**src/rtl/mpio_pkg.sv**
```systemverilog
package mpio_pkg;
   localparam int ADDR_W = 3;

   typedef enum logic [ADDR_W-1:0] {
      A_LEVEL  = 3'd0,
      A_DIR    = 3'd1,
      A_REL    = 3'd2,
      A_INV    = 3'd3,
      A_IEN    = 3'd4
   } mpio_addr_e;

   localparam int NUM_REGS = 5;
endpackage

```
**src/rtl/mpio_sync.sv**
```systemverilog
module mpio_sync #(
   parameter int WIDTH  = 8,
   parameter int STAGES = 2
) (
   input  logic             clk,
   input  logic             rst_n,
   input  logic [WIDTH-1:0] d_i,
   output logic [WIDTH-1:0] q_o
);
   if (STAGES < 2) begin : g_bad_stages
      $error("mpio_sync: STAGES must be at least 2");
   end
   if (WIDTH < 1) begin : g_bad_width
      $error("mpio_sync: WIDTH must be positive");
   end

   logic [WIDTH-1:0] chain [STAGES];

   for (genvar s = 0; s < STAGES; s++) begin : g_stage
      if (s == 0) begin : g_first
         always_ff @(posedge clk or negedge rst_n) begin
            if (!rst_n) chain[s] <= '0;
            else        chain[s] <= d_i;
         end
      end else begin : g_next
         always_ff @(posedge clk or negedge rst_n) begin
            if (!rst_n) chain[s] <= '0;
            else        chain[s] <= chain[s-1];
         end
      end
   end

   assign q_o = chain[STAGES-1];

   if (STAGES == 2) begin : g_chk_two
      logic [1:0] warm;
      always_ff @(posedge clk or negedge rst_n) begin
         if (!rst_n)             warm <= '0;
         else if (warm != 2'd2)  warm <= warm + 2'd1;
      end
      p_sync_latency_r3: assert property (@(posedge clk) disable iff (!rst_n)
         (warm == 2'd2) |-> (q_o == $past(d_i, 2)));
   end
endmodule

```
**src/rtl/mpio_regfile.sv**
```systemverilog
module mpio_regfile
   import mpio_pkg::*;
#(
   parameter int WIDTH = 8
) (
   input  logic              clk,
   input  logic              rst_n,
   input  logic              wr_i,
   input  logic [ADDR_W-1:0] addr_i,
   input  logic [WIDTH-1:0]  wdata_i,
   input  logic [WIDTH-1:0]  level_view_i,
   output logic [WIDTH-1:0]  rdata_o,
   output logic [WIDTH-1:0]  level_q,
   output logic [WIDTH-1:0]  dir_q,
   output logic [WIDTH-1:0]  rel_q,
   output logic [WIDTH-1:0]  inv_q,
   output logic [WIDTH-1:0]  ien_q
);
   localparam int NREG = NUM_REGS;

   if (NREG > (1 << ADDR_W)) begin : g_bad_map
      $error("mpio_regfile: address space too small");
   end

   logic [WIDTH-1:0] regs [NREG];

   for (genvar r = 0; r < NREG; r++) begin : g_reg
      always_ff @(posedge clk or negedge rst_n) begin
         if (!rst_n)
            regs[r] <= '0;
         else if (wr_i && (addr_i == ADDR_W'(r)))
            regs[r] <= wdata_i;
      end
   end

   assign level_q = regs[A_LEVEL];
   assign dir_q   = regs[A_DIR];
   assign rel_q   = regs[A_REL];
   assign inv_q   = regs[A_INV];
   assign ien_q   = regs[A_IEN];

   always_comb begin
      rdata_o = '0;
      case (addr_i)
         A_LEVEL: rdata_o = level_view_i;
         A_DIR:   rdata_o = dir_q;
         A_REL:   rdata_o = rel_q;
         A_INV:   rdata_o = inv_q;
         A_IEN:   rdata_o = ien_q;
         default: rdata_o = '0;
      endcase
   end

   p_level_write_r2: assert property (@(posedge clk) disable iff (!rst_n)
      (wr_i && addr_i == A_LEVEL) |=> (level_q == $past(wdata_i)));

   p_unmapped_stable_r8: assert property (@(posedge clk) disable iff (!rst_n)
      (wr_i && addr_i > A_IEN) |=> $stable({level_q, dir_q, rel_q, inv_q, ien_q}));
endmodule

```
**src/rtl/mpio_pin.sv**
```systemverilog
module mpio_pin #(
   parameter int WIDTH = 8
) (
   input  logic [WIDTH-1:0] dir_i,
   input  logic [WIDTH-1:0] rel_i,
   input  logic [WIDTH-1:0] level_i,
   input  logic [WIDTH-1:0] inv_i,
   input  logic [WIDTH-1:0] ien_i,
   input  logic [WIDTH-1:0] sync_i,
   output logic [WIDTH-1:0] oe_o,
   output logic [WIDTH-1:0] out_o,
   output logic [WIDTH-1:0] view_o,
   output logic [WIDTH-1:0] req_o
);
   for (genvar n = 0; n < WIDTH; n++) begin : g_pin
      logic seen;
      assign seen      = sync_i[n] ^ inv_i[n];
      assign oe_o[n]   = dir_i[n] & ~rel_i[n];
      assign out_o[n]  = level_i[n];
      assign view_o[n] = dir_i[n] ? level_i[n] : seen;
      assign req_o[n]  = ~dir_i[n] & ien_i[n] & seen;
   end
endmodule

```
**src/rtl/mpio_ctrl.sv**
```systemverilog
module mpio_ctrl
   import mpio_pkg::*;
#(
   parameter int PINS        = 8,
   parameter int SYNC_STAGES = 2
) (
   input  logic              clk,
   input  logic              rst_n,
   input  logic              bus_wr,
   input  logic [2:0]        bus_addr,
   input  logic [PINS-1:0]   bus_wdata,
   output logic [PINS-1:0]   bus_rdata,
   input  logic [PINS-1:0]   pin_in,
   output logic [PINS-1:0]   pin_oe,
   output logic [PINS-1:0]   pin_out,
   output logic              irq
);
   if (PINS < 1 || PINS > 32) begin : g_bad_pins
      $error("mpio_ctrl: PINS out of range");
   end

   logic [PINS-1:0] level_q, dir_q, rel_q, inv_q, ien_q;
   logic [PINS-1:0] sync_q, view, req;

   mpio_sync #(.WIDTH(PINS), .STAGES(SYNC_STAGES)) u_sync (
      .clk   (clk),
      .rst_n (rst_n),
      .d_i   (pin_in),
      .q_o   (sync_q)
   );

   mpio_regfile #(.WIDTH(PINS)) u_regs (
      .clk          (clk),
      .rst_n        (rst_n),
      .wr_i         (bus_wr),
      .addr_i       (bus_addr),
      .wdata_i      (bus_wdata),
      .level_view_i (view),
      .rdata_o      (bus_rdata),
      .level_q      (level_q),
      .dir_q        (dir_q),
      .rel_q        (rel_q),
      .inv_q        (inv_q),
      .ien_q        (ien_q)
   );

   mpio_pin #(.WIDTH(PINS)) u_pins (
      .dir_i   (dir_q),
      .rel_i   (rel_q),
      .level_i (level_q),
      .inv_i   (inv_q),
      .ien_i   (ien_q),
      .sync_i  (sync_q),
      .oe_o    (pin_oe),
      .out_o   (pin_out),
      .view_o  (view),
      .req_o   (req)
   );

   assign irq = |req;

   p_oe_only_outputs_r5: assert property (@(posedge clk) disable iff (!rst_n)
      (pin_oe & ~dir_q) == '0);

   p_oe_released_r5: assert property (@(posedge clk) disable iff (!rst_n)
      (pin_oe & rel_q) == '0);

   p_irq_needs_enable_r6: assert property (@(posedge clk) disable iff (!rst_n)
      irq |-> |(ien_q & ~dir_q));
endmodule

```
**config.mk**
```make
export PLATFORM = sky130hd
export DESIGN_NAME = mpio_ctrl
export DESIGN_NICKNAME = d
export VERILOG_FILES = /design/src/rtl/mpio_pkg.sv /design/src/rtl/mpio_sync.sv /design/src/rtl/mpio_regfile.sv /design/src/rtl/mpio_pin.sv /design/src/rtl/mpio_ctrl.sv
export SDC_FILE = /design/constraint.sdc
export NUM_CORES = 1
export LEC_CHECK = 0
export ABC_AREA = 1
export CAP_MARGIN = 20
export CELL_PAD_IN_SITES_DETAIL_PLACEMENT = 0
export CELL_PAD_IN_SITES_GLOBAL_PLACEMENT = 1
export CORE_MARGIN = 8
export CORE_UTILIZATION = 36
export CTS_CLUSTER_DIAMETER = 30
export DETAILED_ROUTE_END_ITERATION = 8
export PLACE_DENSITY_LB_ADDON = 0.1
export SYNTH_ARGS = -nofsm -noshare
export SYNTH_HDL_FRONTEND = slang
export SYNTH_SLANG_ARGS = --single-unit
```
**constraint.sdc**
```tcl
create_clock -name clk -period 0.8 [get_ports clk]
set_input_delay 0.08 -clock clk [delete_from_list [all_inputs] [get_ports clk]]
set_output_delay 0.08 -clock clk [all_outputs]
set_load 0.05 [all_outputs]
```
Yosys cells after proc, flatten, opt, wreduce, memory -nomap -nowiden
Cells that the tools add are included.
- register bits after elaboration: 56
- logic and storage cells: 75
- input bits: 22
- output and inout bits: 25
- bitwise logic cells: 48
- reductions and logical operators: 7
- eq/ne operators: 4
- multiplexer cells: 9
- operators by type and width (operator ; number):
    8-bit case mux with 5 select lines ; 1
    1-bit bitwise AND ; 24
    1-bit inverter ; 16
    1-bit 2-to-1 mux ; 8
    8-bit OR reduction ; 1
    1-bit bitwise XOR ; 8
    3-bit by 2-bit equality test with 1-bit output, second input constant ; 2
    1-bit logical AND ; 5
    3-bit by 1-bit equality test with 1-bit output, second input constant ; 1
    3-bit equality test, second input constant ; 1
    3-bit logical NOT ; 1

Logic depth before layout (Yosys ltp)
- depth after elaboration: 4
- depth in mapped cells: 7
- gate-level depth less buffers: 6

Hierarchy
A second synthesis with hierarchy kept.
- cell total of the unflattened synthesis: 388
- area, all modules: 2966.6 µm²
- by module, submodules not included (module ; cells each ; area an instance (µm²) ; instances ; seq. area each (µm²)):
    mpio_regfile ; 245 ; 1971.9 ; 1 ; 1001.0
    mpio_pin ; 104 ; 478.0 ; 1 ; 0.0
    mpio_sync ; 24 ; 460.4 ; 1 ; 400.4
    mpio_ctrl ; 15 ; 56.3 ; 1 ; 0.0

Worst setup path after synthesis
No wires, ideal clock.
- kind: register to output
- from: reg u_regs.regs (netlist bit u_regs.level_q[0])
- to: out bus_rdata[0]
- slack: -460 ps
- path buffers: 0
- required time: 720 ps
- data arrival time: 1180 ps
- stages on the path, launching flop included: 5
- cell sequence: dfrtp_1 -> nand2_1 -> nand2_1 -> nand2_1 -> nand2_1
- cells in the longest elaborated chain, start to end: 2
- RTL lines (item ; line ; source):
    from (decl) ; mpio_regfile.sv:25 ; logic [WIDTH-1:0] regs [NREG];
    from (signal, indexed assignment) ; mpio_regfile.sv:32 ; regs[r] <= wdata_i;
    1-bit 2-to-1 mux ; mpio_pin.sv:20 ; assign view_o[n] = dir_i[n] ? level_i[n] : seen;
    8-bit case mux with 5 select lines ; mpio_regfile.sv:44 ; case (addr_i)
    to (decl) ; mpio_ctrl.sv:12 ; output logic [PINS-1:0] bus_rdata,
No other way between the ends.

Final worst setup path
- from: reg u_regs.regs (netlist bit u_regs.inv_q[7])
- to: out irq
- cells in the longest elaborated chain, start to end: 3
- RTL lines (item ; line ; source):
    1-bit bitwise XOR ; mpio_pin.sv:17 ; assign seen = sync_i[n] ^ inv_i[n];
    1-bit bitwise AND ; mpio_pin.sv:21 ; assign req_o[n] = ~dir_i[n] & ien_i[n] & seen;
    8-bit OR reduction ; mpio_ctrl.sv:60 ; assign irq = |req;
    to (decl) ; mpio_ctrl.sv:16 ; output logic irq
No other way between the ends.

==> flow_metrics.py <==
metrics = {
    "die": {
        "pin_count": 47,
        "die_area_mm2": 0.0109,
        "dieWidth_um": 105,
        "core_mm2": 0.00765,
        "placementRows": 32,
        "initial_core_util": 0.369,
        "die_h_um": 105,
    },
    "hold_path": {
        "hold_start": "pin_in[1]",
        "holdPathEnd": "u_sync.chain[9]",
        "worstHoldPathType": "input pin to register",
        "holdPathStages": 1,
    },
    "sta": {
        "setup_violations": 36,
        "slew-limit-headroom": 0.797,
        "fin_ws_ns": -0.667,
        "fin_crit_sh": 1.83,
        "worstMarginPinSlew_ns": 0.304,
        "min_period_ns": 1.47,
        "fin_skew_ns": 0.000197,
        "hold_violations": 0,
        "fmaxAchievable_mhz": 682,
        "rsz0062_at_grt": "true",
        "drv_slew": 0,
    },
    "synth": {
        "synthTopCellsByArea": "dfrtp_1, nand2_1, nand3_1, o21ai_2, inv_1",
        "synthArstFlopShare": 1.00,
        "ys_ff_latch": 56,
        "synth_nets": 360,
        "synth_top_flop_cell": "dfrtp_1",
        "syn_avg_cell_area_um2": 8.36,
        "syn-cell-area_mm2": 0.00283,
        "synth-edff-count": 0,
        "yosysSeqAreaShare": 0.496,
        "yosysTopAreaCell": "dfrtp_1",
        "synth_cells": 338,
        "synth_top_area_frac": 0.496,
        "synth_cell_types": 17,
        "ys_warn_count": 0,
    },
    "routing": {
        "wl_per_cell_um": 15.2,
        "wl_met3_um": 278,
        "vias_per_cell": 4.73,
        "vias": 2731,
        "dr.pass1.iters": 4,
        "wl_met2_mm": 4.47,
        "drc_errors": 0,
        "wl_mm": 8.75,
        "drtIter0Drc": 69,
        "met1_length_mm": 3.82,
        "ant_nets": 0,
        "dr.max_layer_used": "met4",
    },
    "critical_path": {
        "crit_path_end_kind": "output pin",
        "ff2ff_setup_slack_ns": -0.05,
        "crit_type": "register to output pin",
        "cp_common_cell": "nand2_1",
        "setup.worst_path.start_class": "register",
        "crit_chain": "inv_1 -> nand2_1 -> nand3_1 -> nand2_1 -> nor2_1 -> nand2_2 -> buf_12",
        "r2r_end": "u_regs.inv_q[6]",
        "required_ns": 0.72,
        "slowest_delay_ns": 0.41,
        "reg2reg_depth": 4,
        "cp_slowest_cell": "dfrtp_1",
        "crit_fanout": 3,
        "rr_startpoint": "u_regs.inv_q[6]",
        "cp.arrival_ns": 1.39,
    },
    "clock_network": {
        "cts-root-buf": "clkbuf_8",
        "cts_buffer_depth": 2,
        "numCtsBuffers": 5,
        "cts.clk_slew.worst_paths_ns": 0.10,
        "clk_latency_ns": 0.30,
        "htree_levels": 2,
        "cts_sinks": 56,
        "cts_tree": "built",
    },
    "final_layout": {
        "drive_above_1_share": 0.589,
        "diodes": 0,
        "final_common_cell": "buf_6",
        "syn2layout_area_growth_pct": 86.2,
        "layout_common_cells": "buf_6, nand2_1, dfrtp_1, nand2_2, buf_12",
        "fin_nets": 496,
    },
    "placement": {
        "place_hpwl_mm": 5.61,
        "place_congestion": 0.797,
        "dp_slack_ns": -0.770,
        "port-buffer-count": 46,
    },
    "run": {
        "max_cap_viol_count": 0,
    },
    "global_route": {
        "grt_overflow": 0,
        "grt_pass1_wl_mm": 14.3,
        "grt_pass1_vias": 2814,
        "grt_antenna_before_repair": 0,
        "grt_usage": 0.160,
        "grt_max_degree": 57,
    },
    "power_and_ir_drop": {
        "total_power_mw": 11.0,
        "p_leak_nw": 2.47,
        "ir_drop_mv": 1.53,
        "power_density_mw_per_mm2": 2080,
    },
    "outcome": {
        "outcome": "complete, but fails checks",
        "violations": "negative setup slack",
    },
}
## registers in the layout, summed over array words and instances, names as in the netlist
| name | flops |
|---|---|
| u_regs.level_q | 8 |
| u_regs.ien_q | 8 |
| u_sync.chain | 8 |
| u_regs.dir_q | 8 |
| u_regs.inv_q | 8 |
| u_regs.rel_q | 8 |
| u_sync.q_o | 8 |
## metrics by stage
step | TNS [ns] | utilization | std cells | hold WS, ns | instance area [µm²]
after floorplan | -2.66 | - | 338 | -0.216 | 2990
after global placement | -34.38 | 0.556 | 539 | 0.102 | 4250
after detailed placement | -34.85 | 0.556 | 539 | 0.111 | 4250
after CTS | -12.26 | 0.645 | 568 | 0.191 | 4930
after global routing | -13.61 | 0.688 | 577 | 0.188 | 5260
final | -11.73 | 0.688 | 577 | 0.198 | 5260
## final cells by class
class                      instances  area, µm²
clock inverter                     2       35.0
sequential                        56       1420
fill                             602       2390
clock buffer                       6       72.6
inverter                          42        178
tap                              102        128
timing repair buffer             135       1760
multi-input combinational        234       1670
## critical path, delay by kind of cell, from the launching register on
kind                   cells  cell delay, ns
buffers and inverters      2            0.21
AND/OR/NAND/NOR            5            0.46
flip-flops                 1            0.41
## cell usage after synthesis (2+ instances only)
cell type	instances
nor2_1	26
o21ai_0	14
o21ai_1	2
nand3_4	4
buf_4	2
nor2_8	2
o21ai_2	24
nand2_1	109
dfrtp_1	56
inv_1	40
buf_6	6
nand3_1	48
## where the power goes
part | switching [mW] | internal, mW
combinational | 2.68 | 2.79
sequential | 0.382 | 3.27
clock | 0.911 | 0.931
total | 3.97 | 6.99
## metal layers
metal / GRT usage / vias up
met5: 0 / -
met4: 0.0510 / 0
met3: 0.0289 / 12
met2: 0.270 / 53
met1: 0.204 / 1314
li1: - / 1352
## how the worst max path moves through the flow
stage | slack (ns) | endpoint | cells past startpoint | from
6_report | -0.67 | irq | 7 | u_regs.inv_q[7]
5_1_grt | -0.74 | irq | 7 | u_regs.inv_q[0]
4_1_cts | -0.69 | irq | 7 | u_sync.q_o[2]
3_5_place_dp | -0.77 | bus_rdata[1] | 9 | bus_addr[2]
3_3_place_gp | -0.78 | bus_rdata[1] | 9 | bus_addr[2]
2_1_floorplan | -0.17 | irq | 6 | u_regs.inv_q[6]
## kinds of logic after synthesis
group           count (synthesis)  synth area share
flops                          56             0.496
compound gates                 40             0.103
simple gates                  192             0.315
buf+inv                        50            0.0859
## repair_timing
item,in CTS,in global routing
endpoints found under the hold margin,56,0
hold buffers,1,0
endpoints found under the setup margin,65,61
resized for setup,124,82
pin swaps,39,57
setup buffers,17,17
gates cloned,3,1
Note: power is estimated with default switching activity, not from simulation.
